$ cat src/rtl/tlw_pkg.sv
package tlw_pkg;
    typedef enum logic {
        RF_COUNT = 1'b0,
        RF_FILL  = 1'b1
    } refill_st_t;

    typedef enum logic {
        GT_HOLD = 1'b0,
        GT_OPEN = 1'b1
    } gate_st_t;
endpackage

$ cat src/rtl/tlw_occ_track.sv
module tlw_occ_track #(
    parameter int NUM_BLK = 5,
    parameter int CNT_W   = $clog2(NUM_BLK + 1)
) (
    input  logic             clk,
    input  logic             rst,
    input  logic             blk_wr,
    input  logic             wr_eof,
    input  logic             blk_rd,
    input  logic             rd_eof,
    input  logic             rd_enable,
    output logic [CNT_W-1:0] occ,
    output logic [CNT_W-1:0] occ_nxt,
    output logic [CNT_W-1:0] eof_pend,
    output logic             rd_acc
);
    localparam logic [CNT_W-1:0] FULL = CNT_W'(NUM_BLK);
    localparam logic [CNT_W-1:0] ONE  = CNT_W'(1);

    logic wr_acc;
    logic eof_inc;
    logic eof_dec;

    always_comb begin
        wr_acc  = blk_wr && (occ != FULL);
        rd_acc  = blk_rd && rd_enable && (occ != '0);
        eof_inc = wr_acc && wr_eof;
        eof_dec = rd_acc && rd_eof && (eof_pend != '0);
        occ_nxt = occ;
        if (wr_acc && !rd_acc) begin
            occ_nxt = occ + ONE;
        end else if (!wr_acc && rd_acc) begin
            occ_nxt = occ - ONE;
        end
    end

    always_ff @(posedge clk) begin
        if (rst) begin
            occ      <= '0;
            eof_pend <= '0;
        end else begin
            occ <= occ_nxt;
            if (eof_inc && !eof_dec) begin
                eof_pend <= eof_pend + ONE;
            end else if (!eof_inc && eof_dec) begin
                eof_pend <= eof_pend - ONE;
            end
        end
    end

    AST_OCC_BOUND: assert property (@(posedge clk) disable iff (rst)
        occ <= FULL);
    AST_OCC_QUIET: assert property (@(posedge clk) disable iff (rst)
        (!blk_wr && !blk_rd) |=> $stable(occ));
    AST_FULL_HOLDS: assert property (@(posedge clk) disable iff (rst)
        (occ == FULL && !blk_rd) |=> occ == FULL);
endmodule

$ cat src/rtl/tlw_cfg_check.sv
module tlw_cfg_check #(
    parameter int NUM_BLK = 5,
    parameter int CNT_W   = $clog2(NUM_BLK + 1)
) (
    input  logic             clk,
    input  logic             rst,
    input  logic [CNT_W-1:0] lowmark,
    output logic             lw_ok,
    output logic             cfg_err
);
    localparam logic [CNT_W-1:0] LW_MIN = CNT_W'(1);
    localparam logic [CNT_W-1:0] LW_MAX = CNT_W'(NUM_BLK - 2);

    always_comb begin
        lw_ok = (lowmark >= LW_MIN) && (lowmark <= LW_MAX);
    end

    always_ff @(posedge clk) begin
        if (rst) begin
            cfg_err <= 1'b0;
        end else if (!lw_ok) begin
            cfg_err <= 1'b1;
        end
    end

    AST_ERR_STICKY: assert property (@(posedge clk) disable iff (rst)
        cfg_err |=> cfg_err);
    AST_ERR_CAUSE: assert property (@(posedge clk) disable iff (rst)
        $rose(cfg_err) |-> ($past(lowmark) < LW_MIN || $past(lowmark) > LW_MAX));
endmodule

$ cat src/rtl/tlw_refill_fsm.sv
module tlw_refill_fsm
    import tlw_pkg::*;
#(
    parameter int NUM_BLK = 5,
    parameter int CNT_W   = $clog2(NUM_BLK + 1)
) (
    input  logic             clk,
    input  logic             rst,
    input  logic             rd_acc,
    input  logic [CNT_W-1:0] occ,
    input  logic [CNT_W-1:0] lowmark,
    input  logic             lw_ok,
    input  logic             cfg_err,
    output logic             refill_req
);
    localparam logic [CNT_W-1:0] FULL = CNT_W'(NUM_BLK);
    localparam logic [CNT_W-1:0] ONE  = CNT_W'(1);

    refill_st_t       st;
    refill_st_t       st_nxt;
    logic [CNT_W-1:0] used_cnt;
    logic [CNT_W:0]   used_inc;
    logic [CNT_W:0]   trig_at;
    logic             hit;

    always_comb begin
        used_inc = {1'b0, used_cnt} + {1'b0, ONE};
        trig_at  = {1'b0, FULL} - {1'b0, lowmark};
        hit      = rd_acc && lw_ok && !cfg_err && (used_inc >= trig_at);
    end

    // next-state logic
    always_comb begin
        st_nxt = st;
        unique case (st)
            RF_COUNT: if (hit)          st_nxt = RF_FILL;
            RF_FILL:  if (occ == FULL)  st_nxt = RF_COUNT;
            default:                    st_nxt = RF_COUNT;
        endcase
    end

    // state register
    always_ff @(posedge clk) begin
        if (rst) begin
            st <= RF_COUNT;
        end else begin
            st <= st_nxt;
        end
    end

    // consumed-block counter
    always_ff @(posedge clk) begin
        if (rst) begin
            used_cnt <= '0;
        end else if (st == RF_FILL) begin
            if (occ == FULL) begin
                used_cnt <= '0;
            end
        end else if (rd_acc && used_cnt != FULL) begin
            used_cnt <= used_cnt + ONE;
        end
    end

    // outputs
    always_comb begin
        refill_req = (st == RF_FILL);
    end

    AST_REQ_HOLD: assert property (@(posedge clk) disable iff (rst)
        (refill_req && occ != FULL) |=> refill_req);
    AST_REQ_RELEASE: assert property (@(posedge clk) disable iff (rst)
        (refill_req && occ == FULL) |=> !refill_req);
    AST_REQ_ON_READ: assert property (@(posedge clk) disable iff (rst)
        $rose(refill_req) |-> $past(rd_acc));
    AST_NO_REQ_ON_ERR: assert property (@(posedge clk) disable iff (rst)
        $rose(refill_req) |-> !$past(cfg_err));
endmodule

$ cat src/rtl/tlw_read_gate.sv
module tlw_read_gate
    import tlw_pkg::*;
#(
    parameter int NUM_BLK = 5,
    parameter int CNT_W   = $clog2(NUM_BLK + 1)
) (
    input  logic             clk,
    input  logic             rst,
    input  logic             rd_acc,
    input  logic             rd_eof,
    input  logic [CNT_W-1:0] occ,
    input  logic [CNT_W-1:0] occ_nxt,
    input  logic [CNT_W-1:0] eof_pend,
    input  logic [CNT_W-1:0] lowmark,
    output logic             rd_enable
);
    gate_st_t st;
    gate_st_t st_nxt;

    // next-state logic
    always_comb begin
        st_nxt = st;
        unique case (st)
            GT_HOLD: if (occ > lowmark || eof_pend != '0)       st_nxt = GT_OPEN;
            GT_OPEN: if (rd_acc && rd_eof && occ_nxt == '0)     st_nxt = GT_HOLD;
            default:                                            st_nxt = GT_HOLD;
        endcase
    end

    // state register
    always_ff @(posedge clk) begin
        if (rst) begin
            st <= GT_HOLD;
        end else begin
            st <= st_nxt;
        end
    end

    // outputs
    always_comb begin
        rd_enable = (st == GT_OPEN);
    end

    AST_OPEN_CAUSE: assert property (@(posedge clk) disable iff (rst)
        $rose(rd_enable) |-> ($past(occ) > $past(lowmark) || $past(eof_pend) != '0));
    AST_CLOSE_CAUSE: assert property (@(posedge clk) disable iff (rst)
        $fell(rd_enable) |-> $past(rd_acc && rd_eof));
    AST_CLOSE_EMPTY: assert property (@(posedge clk) disable iff (rst)
        $fell(rd_enable) |-> occ == '0);
endmodule

$ cat src/rtl/tx_lowmark_ctrl.sv
module tx_lowmark_ctrl #(
    parameter int NUM_BLK = 5,
    parameter int CNT_W   = $clog2(NUM_BLK + 1)
) (
    input  logic             clk,
    input  logic             rst,
    input  logic [CNT_W-1:0] lowmark,
    input  logic             blk_wr,
    input  logic             wr_eof,
    input  logic             blk_rd,
    input  logic             rd_eof,
    output logic             refill_req,
    output logic             rd_enable,
    output logic [CNT_W-1:0] occupancy,
    output logic             cfg_err
);
    logic [CNT_W-1:0] occ_nxt;
    logic [CNT_W-1:0] eof_pend;
    logic             rd_acc;
    logic             lw_ok;

    tlw_occ_track #(.NUM_BLK(NUM_BLK), .CNT_W(CNT_W)) u_occ (
        .clk       (clk),
        .rst       (rst),
        .blk_wr    (blk_wr),
        .wr_eof    (wr_eof),
        .blk_rd    (blk_rd),
        .rd_eof    (rd_eof),
        .rd_enable (rd_enable),
        .occ       (occupancy),
        .occ_nxt   (occ_nxt),
        .eof_pend  (eof_pend),
        .rd_acc    (rd_acc)
    );

    tlw_cfg_check #(.NUM_BLK(NUM_BLK), .CNT_W(CNT_W)) u_cfg (
        .clk     (clk),
        .rst     (rst),
        .lowmark (lowmark),
        .lw_ok   (lw_ok),
        .cfg_err (cfg_err)
    );

    tlw_refill_fsm #(.NUM_BLK(NUM_BLK), .CNT_W(CNT_W)) u_refill (
        .clk        (clk),
        .rst        (rst),
        .rd_acc     (rd_acc),
        .occ        (occupancy),
        .lowmark    (lowmark),
        .lw_ok      (lw_ok),
        .cfg_err    (cfg_err),
        .refill_req (refill_req)
    );

    tlw_read_gate #(.NUM_BLK(NUM_BLK), .CNT_W(CNT_W)) u_gate (
        .clk       (clk),
        .rst       (rst),
        .rd_acc    (rd_acc),
        .rd_eof    (rd_eof),
        .occ       (occupancy),
        .occ_nxt   (occ_nxt),
        .eof_pend  (eof_pend),
        .lowmark   (lowmark),
        .rd_enable (rd_enable)
    );

    AST_NO_READ_HELD: assert property (@(posedge clk) disable iff (rst)
        (!rd_enable && blk_rd && !blk_wr) |=> $stable(occupancy));
endmodule

$ cat config.mk
export PLATFORM = sky130hd
export DESIGN_NAME = tx_lowmark_ctrl
export DESIGN_NICKNAME = d
export VERILOG_FILES = /design/src/rtl/tlw_pkg.sv /design/src/rtl/tlw_occ_track.sv /design/src/rtl/tlw_cfg_check.sv /design/src/rtl/tlw_refill_fsm.sv /design/src/rtl/tlw_read_gate.sv /design/src/rtl/tx_lowmark_ctrl.sv
export SDC_FILE = /design/constraint.sdc
export NUM_CORES = 1
export LEC_CHECK = 0
export ABC_CLOCK_PERIOD_IN_PS = 2310
export BUFFER_PORTS_ARGS = -buffer_cell sky130_fd_sc_hd__buf_4
export CAP_MARGIN = 20
export CORE_MARGIN = 3
export CORE_UTILIZATION = 49
export CTS_CLUSTER_DIAMETER = 100
export CTS_CLUSTER_SIZE = 24
export DETAILED_ROUTE_END_ITERATION = 16
export GPL_ROUTABILITY_DRIVEN = 1
export PLACE_DENSITY = 0.74
export SETUP_SLACK_MARGIN = 0.4
export SLEW_MARGIN = 15
export SYNTH_ARGS = -nofsm -noshare
export SYNTH_HDL_FRONTEND = slang
export SYNTH_SLANG_ARGS = --single-unit
$ cat constraint.sdc
create_clock -name clk -period 2.31 [get_ports clk]
set_clock_uncertainty 0.05 [all_clocks]
set_input_delay 0.231 -clock clk [delete_from_list [all_inputs] [get_ports clk]]
set_output_delay 0.231 -clock clk [all_outputs]
set_load 0.1 [all_outputs]
### Word-level counts from Yosys, hierarchy flattened

Cells that the tools add are included.

| storage, ports and cells | value |
|---|---|
| bits of input ports | 9 |
| bits in registers | 12 |
| output and inout bits | 6 |
| logic and storage cells | 64 |

| cells by class | value |
|---|---|
| eq/ne operators | 4 |
| reduce and logical (&&, ||, !) cells | 28 |
| bitwise logic cells | 2 |
| $add $sub $neg | 7 |
| multiplexer cells | 13 |
| magnitude comparators | 4 |

Operators by type and width:

| cell | number |
|---|---|
| 3-bit 2-to-1 mux | 7 |
| 1-bit logical AND | 16 |
| 3-bit by 1-bit adder with 3-bit output (second input constant) | 3 |
| 3-bit inequality test (second input constant) | 2 |
| 3-bit nonzero test | 2 |
| 3-bit by 1-bit subtractor with 3-bit output (second input constant) | 2 |
| 1-bit zero test | 5 |
| 3-bit by 1-bit adder with 4-bit output (second input constant) | 1 |
| 4-bit greater-or-equal comparator | 1 |
| 1-bit 2-to-1 mux | 4 |
| 1-bit one-hot mux with 2 select lines | 2 |
| 2-bit nonzero test | 2 |
| 3-bit by 3-bit subtractor with 4-bit output (first input constant) | 1 |
| 3-bit == test (second input constant) | 1 |
| 3-bit by 1-bit greater-or-equal comparator with 1-bit output (second input constant) | 1 |
| 3-bit > comparator | 1 |
| 3-bit by 2-bit less-or-equal comparator with 1-bit output (second input constant) | 1 |
| 3-bit zero test | 1 |
| 2-bit inequality test (second input constant) | 1 |
| 1-bit inverter | 2 |
| 2-bit AND reduction | 1 |
| 1-bit logical OR | 1 |

### Depth between registers and ports, before layout

Gate-level depths: netlist of the first run.

| logic depth | value |
|---|---|
| depth after elaboration | 10 |
| depth in mapped cells | 12 |
| mapped depth without buffers | 12 |

### By module

Synthesis of the first run repeated with hierarchy kept, for this count alone.

| second synthesis, totals | value |
|---|---|
| cell total of the unflattened synthesis | 107 |
| area total of the unflattened synthesis | 1016.0 um^2 |

Modules (own cells, without submodules):

| module | sequential area each (um^2) | area each (um^2) | instances | cells each |
|---|---|---|---|---|
| tlw_occ_track | 120.1 | 486.7 | 1 | 50 |
| tlw_refill_fsm | 80.1 | 350.3 | 1 | 38 |
| tlw_read_gate | 20.0 | 136.4 | 1 | 15 |
| tlw_cfg_check | 20.0 | 42.5 | 1 | 4 |

### Least setup slack after synthesis of the first run

OpenSTA, ideal clock, no wires.

| timing path | value |
|---|---|
| kind | register to register |
| start point | reg u_occ.occ[1] |
| end point | reg u_occ.eof_pend[2] |
| clock period less this slack | 3.170 ns |
| cell stages (with the launch flop) | 11 |
| path buffers | 0 |
| path slack | -0.860 ns |
| library setup time | 0.070 ns |
| arrival time | 3.051 ns |
| data required time | 2.190 ns |
| cell sequence | dfxtp_1 -> inv_1 -> ha_1 -> a21boi_2 -> and2_1 -> ha_1 -> inv_1 -> fa_1 -> xor2_1 -> or3_1 -> a21oi_1 |

| on the way | value |
|---|---|
| longest elaborated chain between the ends | 7 |
| elaborated cells on any way between the ends | 13 |
| classes of those cells | 1 x eq/ne; 1 x mux; 11 x reduce/logical |

RTL lines:

| what | line | source |
|---|---|---|
| start, declared | tlw_occ_track.sv:12 | `output logic [CNT_W-1:0] occ,` |
| start signal, assigned | tlw_occ_track.sv:42 | `occ <= occ_nxt;` |
| 3-bit nonzero test | tlw_occ_track.sv:26 | `rd_acc = blk_rd && rd_enable && (occ != '0);` |
| 1-bit logical AND | tlw_occ_track.sv:26 |  |
| 1-bit logical AND (2 in a row) | tlw_occ_track.sv:28 | `eof_dec = rd_acc && rd_eof && (eof_pend != '0);` |
| 1-bit zero test | tlw_occ_track.sv:43 | `if (eof_inc && !eof_dec) begin` |
| 1-bit logical AND | tlw_occ_track.sv:43 |  |
| 3-bit 2-to-1 mux / 2-bit nonzero test (equally long branches) | n/a |  |
| end signal, assigned | tlw_occ_track.sv:44 | `eof_pend <= eof_pend + ONE;` |
| end signal, assigned | tlw_occ_track.sv:46 | `eof_pend <= eof_pend - ONE;` |
| end, declared | tlw_occ_track.sv:14 | `output logic [CNT_W-1:0] eof_pend,` |

Parallel ways exist; a longest one is shown, timed or not.
A chain may end at the register's enable or synchronous reset.

### Worst setup path in the final report of the first run

Ends and elaborated chain as after synthesis.

==> impl_metrics.prom, run 1 <==
# TYPE chip_impl_metric gauge
chip_impl_info{name="outcome",value="complete, no violations"} 1
chip_impl_metric{name="dp_worst_setup_slack",unit="ns"} 0.0436
chip_impl_metric{name="power.switching",unit="uW"} 553
chip_impl_metric{name="synthesis.yosys.warnings",unit=""} 0
chip_impl_metric{name="synth_async_reset_ratio",unit="%"} 0
chip_impl_metric{name="gr-total-overflow",unit=""} 0
chip_impl_metric{name="cp_data_required_time",unit="ns"} 2.48
chip_impl_metric{name="cell_internal_pwr",unit="uW"} 629
chip_impl_metric{name="global_route.usage.total",unit="%"} 19.2
chip_impl_metric{name="cell_area_after_technology_mapping",unit="um^2"} 917
chip_impl_info{name="synth_top_area_cell",value="sky130_fd_sc_hd__dfxtp_1"} 1
chip_impl_info{name="worst_hold_path_type",value="in2reg"} 1
chip_impl_metric{name="post_synthesis_sequential_element_count",unit=""} 12
chip_impl_metric{name="synth_cells",unit=""} 102
chip_impl_metric{name="worstPathArrival",unit="ns"} 2.39
chip_impl_metric{name="syn-num-nets",unit=""} 129
chip_impl_metric{name="slew_headroom",unit="%"} 79.2
chip_impl_metric{name="grt_max_degree",unit=""} 13
chip_impl_metric{name="setup_slack",unit="ns"} 0.0862
chip_impl_metric{name="portBuffers",unit=""} 14
chip_impl_metric{name="sequential_fraction_of_design_power",unit="%"} 26.3
chip_impl_metric{name="clock_sinks",unit=""} 12
chip_impl_metric{name="grt_antenna_before_repair",unit=""} 0
chip_impl_metric{name="vias",unit=""} 838
chip_impl_info{name="startpoint_type",value="register"} 1
chip_impl_metric{name="detailed_place_hpwl",unit="mm"} 1.42
chip_impl_metric{name="power.share.combinational",unit="%"} 59.0
chip_impl_metric{name="finalSetupViolations",unit=""} 0
chip_impl_metric{name="detail_route.first_pass.iterations",unit=""} 4
chip_impl_metric{name="starting_density_of_the_core",unit="%"} 52.5
chip_impl_metric{name="clock_tree.buffer_depth",unit=""} 2
chip_impl_metric{name="post_route_fraction_of_the_period_consumed_by_the_critical_path",unit="%"} 96.3
chip_impl_metric{name="synth_sequential_area_ratio",unit="%"} 26.2
chip_impl_metric{name="worstSkewPairLatency",unit="ns"} 0.28
chip_impl_info{name="synth.top_cells.by_area",value="sky130_fd_sc_hd__dfxtp_1 26%, sky130_fd_sc_hd__ha_1 23%, sky130_fd_sc_hd__inv_1 4.9%, sky130_fd_sc_hd__xor2_1 3.8%, sky130_fd_sc_hd__nand3_1 3.3%"} 1
chip_impl_metric{name="power.switching_fraction",unit="%"} 46.8
chip_impl_info{name="path_class",value="reg2reg"} 1
chip_impl_metric{name="die_width",unit="um"} 49.3
chip_impl_metric{name="count_of_inserted_antenna_diode_cells",unit=""} 0
chip_impl_metric{name="max_slew.worst_pin.slew",unit="ns"} 0.311
chip_impl_metric{name="antenna_violating_nets_post_route",unit=""} 0
chip_impl_info{name="final_cell_mix",value="23 x sky130_fd_sc_hd__buf_4, 13 x sky130_fd_sc_hd__ha_1, 8 x sky130_fd_sc_hd__inv_1"} 1
chip_impl_metric{name="rows",unit=""} 15
chip_impl_info{name="layout.cells.most_common",value="sky130_fd_sc_hd__buf_4"} 1
chip_impl_metric{name="timing_max_transition_violations_final",unit=""} 0
chip_impl_metric{name="place_congestion",unit=""} 0.804
chip_impl_metric{name="post_synth_num_cell_types",unit=""} 35
chip_impl_metric{name="drt_iter0_markers",unit=""} 20
chip_impl_metric{name="peak_vdd_ir",unit="mV"} 0.759
chip_impl_metric{name="route.final.wire_length",unit="mm"} 2.18
chip_impl_metric{name="power_density",unit="nW/um^2"} 948
chip_impl_metric{name="routed_wire_length_per_instance",unit="um"} 14.3
chip_impl_metric{name="die_height",unit="um"} 49.3
chip_impl_metric{name="leakage",unit="uW"} 0.000589
chip_impl_metric{name="nNetsFinal",unit=""} 156
chip_impl_metric{name="drc",unit=""} 0
chip_impl_metric{name="cts_inserted_buffers",unit=""} 3
chip_impl_metric{name="finalWorstPathRequiredPeriod",unit="ns"} 2.22
chip_impl_info{name="predominant_post_synthesis_flop_cell",value="sky130_fd_sc_hd__dfxtp_1"} 1
chip_impl_info{name="setup_repair_after_global_routing_missed_its_margin",value="yes"} 1
chip_impl_metric{name="core",unit="um^2"} 1750
chip_impl_metric{name="die_area",unit="um^2"} 2430
chip_impl_metric{name="finish.utilization",unit="%"} 71.5
chip_impl_metric{name="power_frac_clock",unit="%"} 14.8
chip_impl_metric{name="detail_route.vias_per_cell",unit=""} 5.48
chip_impl_metric{name="synth_largest_type_area_fraction",unit="%"} 26.2
chip_impl_metric{name="global_route_wire_length_before_repair",unit="mm"} 3.59
chip_impl_metric{name="clock_tree.htree_level_count",unit=""} 1
chip_impl_metric{name="via_count_of_the_first_global_routing_pass",unit=""} 847
chip_impl_metric{name="finalHoldViolCount",unit=""} 0
chip_impl_metric{name="total_power",unit="uW"} 1180
chip_impl_metric{name="post_route_cells_drive_above_1_share",unit="%"} 39.1
chip_impl_metric{name="final_design_area_no_fill",unit="um^2"} 1250
chip_impl_info{name="setup.worst_path.end_class",value="register"} 1
chip_impl_metric{name="max_cap_violations",unit=""} 0
chip_impl_metric{name="io_pins",unit=""} 15
chip_impl_metric{name="crit_path_max_fanout",unit=""} 3
chip_impl_metric{name="synthToLayoutAreaGrowth",unit="%"} 36.0
chip_impl_info{name="clk_root_buffer_cell",value="sky130_fd_sc_hd__clkbuf_4"} 1
chip_impl_metric{name="synthesis.area_per_instance",unit="um^2"} 8.99
chip_impl_metric{name="post_dp_cell_area",unit="um^2"} 1120
chip_impl_metric{name="count_of_flip_flops_with_a_built_in_enable_after_synthesis",unit=""} 0
chip_impl_metric{name="fillCellCount",unit=""} 139
chip_impl_metric{name="clk_transition_reported_paths",unit="ns"} 0.09
chip_impl_info{name="clock_tree_from_tritoncts",value="yes"} 1
chip_impl_metric{name="post_cts_hold_buffer_count",unit=""} 0
chip_impl_metric{name="timing.fmax",unit="MHz"} 450
registers in the layout (all words and copies together) (netlist names):
register             cells
u_refill.refill_req      1
u_occ.occ                3
u_cfg.cfg_err            1
u_refill.used_cnt        3
u_gate.rd_enable         1
u_occ.eof_pend           3
metal layers:
| layer | routed length (um) | GRT usage, % |
|---|---|---|
| met1 | 954 | 22.3 |
| met2 | 1090 | 32.1 |
| met3 | 119 | 6.42 |
| met4 | 21 | 7.58 |
| met5 | 0 | 0 |
cell families after synthesis:
kind of cell | synth area share, %
buffers and inverters | 5.73
and+or+nand+nor | 18.6
xor gates and xnor gates | 4.77
muxes | 2.32
AOI/OAI and AO/OA | 17.1
adders and majority gates | 25.4
DFF | 26.2
cell usage after synthesis (all sizes together) (2+ instances only):
cell type and instances:
a211oi 3, a21oi 5, dfxtp 12, ha 17, inv 12, nand2b 4, nand3 6, nor2 8
nor4 2, o21a 2, o21ai 4, or3 2, xor2 4
layout make-up:
class	instances	area (um^2)	area share, %
Clock buffer	4	36.3	2.91
Inverter	12	50.0	4.01
Multi-Input combinational cell	77	703	56.4
Sequential cell	12	254	20.4
Tap cell	25	31.3	2.51
Timing Repair Buffer	23	173	13.8
worst paths after layout:
path	startpoint	to	slack [ns]	depth (start not counted)
worst max-delay path	u_occ.occ[1]	u_occ.eof_pend[2]	0.09	12
worst min-delay path	lowmark[2]	u_cfg.cfg_err	0.13	3
worst max register to register	u_occ.occ[1]	u_occ.eof_pend[2]	0.09	12
worst min register to register	u_refill.used_cnt[1]	u_refill.used_cnt[1]	0.46	2
critical path, cell delays in order (launching register included):
cell and delay, ns:
sky130_fd_sc_hd__dfxtp_4 0.37, sky130_fd_sc_hd__inv_4 0.08, sky130_fd_sc_hd__ha_4 0.13, sky130_fd_sc_hd__ha_4 0.11
sky130_fd_sc_hd__nand3b_4 0.13, sky130_fd_sc_hd__nor2_4 0.05, sky130_fd_sc_hd__o31ai_2 0.05, sky130_fd_sc_hd__ha_2 0.22
sky130_fd_sc_hd__inv_2 0.04, sky130_fd_sc_hd__fa_2 0.33, sky130_fd_sc_hd__xor2_1 0.15, sky130_fd_sc_hd__or3_1 0.32
sky130_fd_sc_hd__a21oi_2 0.12
what timing repair did:
item,4_1_cts,5_1_grt
resized for setup,4,6
gates cloned,0,0
pin swaps,4,2
setup buffers,5,2
endpoints found under the setup margin,2,3
power groups by stage:
| stage | clock network (uW) | registers (uW) | logic (uW) |
|---|---|---|---|
| 4_1_cts | 178 | 308 | 672 |
| 6_report | 175 | 311 | 697 |
| 3_3_place_gp | 0 | 324 | 572 |
| 2_1_floorplan | 0 | 490 | 270 |
| 5_1_grt | 193 | 316 | 747 |
| 3_5_place_dp | 0 | 327 | 581 |
through the flow:
| stage | cells | hold slack (ns) | setup TNS [ns] |
|---|---|---|---|
| after CTS | 151 | 0.135 | 0 |
| after detailed placement | 142 | 0.432 | 0 |
| after global placement | 142 | 0.426 | 0 |
| final | 153 | 0.133 | 0 |
| after global routing | 153 | 0.133 | 0 |
| after floorplan | 102 | 0.252 | -0.128 |
(Power assumes the default switching activity.)
==> run 2, diff against run 1 <==
--- a/config.mk
+++ b/config.mk
@@ -9,12 +9,11 @@
 export BUFFER_PORTS_ARGS = -buffer_cell sky130_fd_sc_hd__buf_4
 export CAP_MARGIN = 20
 export CORE_MARGIN = 3
-export CORE_UTILIZATION = 49
+export CORE_UTILIZATION = 40
 export CTS_CLUSTER_DIAMETER = 100
 export CTS_CLUSTER_SIZE = 24
 export DETAILED_ROUTE_END_ITERATION = 16
 export GPL_ROUTABILITY_DRIVEN = 1
-export PLACE_DENSITY = 0.74
 export SETUP_SLACK_MARGIN = 0.4
 export SLEW_MARGIN = 15
 export SYNTH_ARGS = -nofsm -noshare
==> impl_metrics.prom, run 2 (synthesized netlist as in run 1, its figures left out) <==
# TYPE chip_impl_metric gauge
chip_impl_metric{name="nNetsFinal",unit=""} 156
chip_impl_metric{name="finalHoldViolCount",unit=""} 0
chip_impl_metric{name="detailed_place_hpwl",unit="mm"} 1.54
chip_impl_metric{name="detail_route.vias_per_cell",unit=""} 5.11
chip_impl_metric{name="count_of_inserted_antenna_diode_cells",unit=""} 0
chip_impl_info{name="setup_repair_after_global_routing_missed_its_margin",value="yes"} 1
chip_impl_metric{name="drt_iter0_markers",unit=""} 6
chip_impl_metric{name="cts_inserted_buffers",unit=""} 3
chip_impl_metric{name="rows",unit=""} 16
chip_impl_metric{name="total_power",unit="uW"} 1170
chip_impl_metric{name="timing.fmax",unit="MHz"} 455
chip_impl_metric{name="vias",unit=""} 792
chip_impl_metric{name="place_congestion",unit=""} 0.852
chip_impl_metric{name="timing_max_transition_violations_final",unit=""} 0
chip_impl_metric{name="global_route_wire_length_before_repair",unit="mm"} 3.39
chip_impl_metric{name="leakage",unit="uW"} 0.000593
chip_impl_info{name="outcome",value="complete, no violations"} 1
chip_impl_info{name="largest_registers",value="u_occ.eof_pend x3, u_occ.occ x3, u_refill.used_cnt x3"} 1
chip_impl_info{name="final_cell_mix",value="22 x sky130_fd_sc_hd__buf_4, 14 x sky130_fd_sc_hd__ha_1, 9 x sky130_fd_sc_hd__inv_1"} 1
chip_impl_metric{name="post_cts_hold_buffer_count",unit=""} 0
chip_impl_metric{name="detail_route.first_pass.iterations",unit=""} 3
chip_impl_metric{name="routed_wire_length_per_instance",unit="um"} 13.2
chip_impl_metric{name="route.final.wire_length",unit="mm"} 2.05
chip_impl_metric{name="starting_density_of_the_core",unit="%"} 44.5
chip_impl_metric{name="clk_transition_reported_paths",unit="ns"} 0.08
chip_impl_metric{name="place_inst",unit=""} 144
chip_impl_metric{name="max_slew.worst_pin.slew",unit="ns"} 0.289
chip_impl_metric{name="sequential_fraction_of_design_power",unit="%"} 26.7
chip_impl_metric{name="clock_tree.htree_level_count",unit=""} 1
chip_impl_metric{name="max_cap_violations",unit=""} 0
chip_impl_metric{name="fillCellCount",unit=""} 188
chip_impl_metric{name="reg2regPathDepth",unit=""} 10
chip_impl_metric{name="slew_headroom",unit="%"} 80.5
chip_impl_metric{name="reg2reg_setup_slack",unit="ns"} 0.11
chip_impl_metric{name="portBuffers",unit=""} 14
chip_impl_metric{name="cell_internal_pwr",unit="uW"} 632
chip_impl_metric{name="post_route_cells_drive_above_1_share",unit="%"} 37.5
chip_impl_info{name="worstHoldStart",value="lowmark[2]"} 1
chip_impl_info{name="worst_r2r_startpoint",value="u_occ.occ[0]"} 1
chip_impl_info{name="startpoint_type",value="register"} 1
chip_impl_metric{name="clock_tree.buffer_depth",unit=""} 2
chip_impl_metric{name="final-instance-count-excl-fill",unit=""} 155
chip_impl_metric{name="core",unit="um^2"} 2060
chip_impl_metric{name="die_height",unit="um"} 53.9
chip_impl_metric{name="die_width",unit="um"} 53.9
chip_impl_metric{name="finalSetupViolations",unit=""} 0
chip_impl_info{name="worst_hold_path_type",value="in2reg"} 1
chip_impl_metric{name="worstPathArrival",unit="ns"} 2.36
chip_impl_metric{name="power_frac_clock",unit="%"} 14.5
chip_impl_info{name="layout.cells.most_common",value="sky130_fd_sc_hd__buf_4"} 1
chip_impl_metric{name="die_area",unit="um^2"} 2900
chip_impl_metric{name="cp_data_required_time",unit="ns"} 2.47
chip_impl_metric{name="global_route.usage.total",unit="%"} 16.4
chip_impl_metric{name="synthToLayoutAreaGrowth",unit="%"} 37.7
chip_impl_info{name="clk_root_buffer_cell",value="sky130_fd_sc_hd__clkbuf_4"} 1
chip_impl_metric{name="power.switching",unit="uW"} 536
chip_impl_info{name="timing.rr.end",value="u_occ.eof_pend[2]"} 1
chip_impl_metric{name="grt_antenna_before_repair",unit=""} 0
chip_impl_metric{name="crit_path_max_fanout",unit=""} 4
chip_impl_metric{name="power.share.combinational",unit="%"} 58.8
chip_impl_metric{name="via_count_of_the_first_global_routing_pass",unit=""} 772
chip_impl_metric{name="antenna_violating_nets_post_route",unit=""} 0
chip_impl_metric{name="drc",unit=""} 0
chip_impl_info{name="clock_tree_from_tritoncts",value="yes"} 1
chip_impl_metric{name="clock_sinks",unit=""} 12
chip_impl_metric{name="power.switching_fraction",unit="%"} 45.9
chip_impl_metric{name="finalWorstPathRequiredPeriod",unit="ns"} 2.20
chip_impl_metric{name="io_pins",unit=""} 15
chip_impl_info{name="path_class",value="reg2reg"} 1
chip_impl_metric{name="peak_vdd_ir",unit="mV"} 0.757
chip_impl_metric{name="fin_tns_setup",unit="ns"} 0
chip_impl_info{name="setup.worst_path.end_class",value="register"} 1
chip_impl_metric{name="gr-total-overflow",unit=""} 0
chip_impl_metric{name="grt_max_degree",unit=""} 13
chip_impl_metric{name="worstSkewPairLatency",unit="ns"} 0.27
chip_impl_info{name="endpoint_with_the_worst_hold_slack",value="u_cfg.cfg_err"} 1
chip_impl_metric{name="power_density",unit="nW/um^2"} 925
chip_impl_metric{name="post_route_fraction_of_the_period_consumed_by_the_critical_path",unit="%"} 95.1
chip_impl_metric{name="whs_path_depth",unit=""} 3
==> run 2: cell counts in the layout (fill, tap and decap cells not counted) <==
Identical to the previous run, type by type.
==> run 2: final cells by class <==
type                            count  area, um^2  share of cell area [%]
Clock buffer                        4        36.3                    2.87
Inverter                           12        50.0                    3.96
Multi-Input combinational cell     77         703                    55.7
Sequential cell                    12         254                    20.1
Timing Repair Buffer               23         185                    14.7
Tap cell                           27        33.8                    2.68
==> run 2: metal layers <==
layer / vias to the layer above / wire (um) / track usage, %
met5: - / 0 / 0
met4: 0 / 10 / 3.83
met3: 2 / 57 / 4.99
met2: 10 / 978 / 26.4
met1: 365 / 1000 / 21.4
li1: 415 / - / -
==> run 2: power groups by stage <==
stage	clock network [uW]	logic [uW]	registers, uW
floorplan	0	270	490
global placement	0	580	324
detailed placement	0	590	326
CTS	184	670	310
global route	184	743	319
finish	169	687	312
==> run 2: worst max-delay path by stage <==
stage,depth (start not counted),slack (ns),from,endpoint
floorplan,10,-0.08,u_occ.occ[1],u_occ.eof_pend[2]
global placement,12,0.12,u_occ.occ[0],u_occ.eof_pend[2]
detailed placement,12,0.04,u_occ.occ[0],u_occ.eof_pend[2]
CTS,10,0.08,u_occ.occ[0],u_occ.eof_pend[2]
global route,12,0.02,u_occ.occ[1],u_occ.eof_pend[2]
finish,10,0.11,u_occ.occ[0],u_occ.eof_pend[2]
==> run 2: critical path: stages, from the launching register on <==
cell                       delay (ns)
sky130_fd_sc_hd__dfxtp_4         0.37
sky130_fd_sc_hd__buf_12          0.13
sky130_fd_sc_hd__ha_4            0.16
sky130_fd_sc_hd__a21boi_4        0.13
sky130_fd_sc_hd__and2_1          0.15
sky130_fd_sc_hd__ha_2            0.19
sky130_fd_sc_hd__inv_2           0.04
sky130_fd_sc_hd__fa_2            0.32
sky130_fd_sc_hd__xor2_1          0.15
sky130_fd_sc_hd__or3_1           0.32
sky130_fd_sc_hd__a21oi_2         0.12
==> run 2: metrics by stage <==
step	hold slack (ns)	utilization [%]	cell area (um^2)	setup slack (ns)
after floorplan	0.252	-	975	-0.0757
after global placement	0.429	54.4	1120	0.120
after detailed placement	0.438	54.4	1120	0.0383
after CTS	0.137	59.4	1220	0.0768
after global routing	0.167	61.2	1260	0.0161
final	0.148	61.2	1260	0.112
==> run 2: timing repair <==
item                                    4_1_cts  5_1_grt
pin swaps                                     3        2
endpoints found under the setup margin        2        3
setup buffers                                 6        1
cloned                                        0        0
gates resized for setup                       2        6
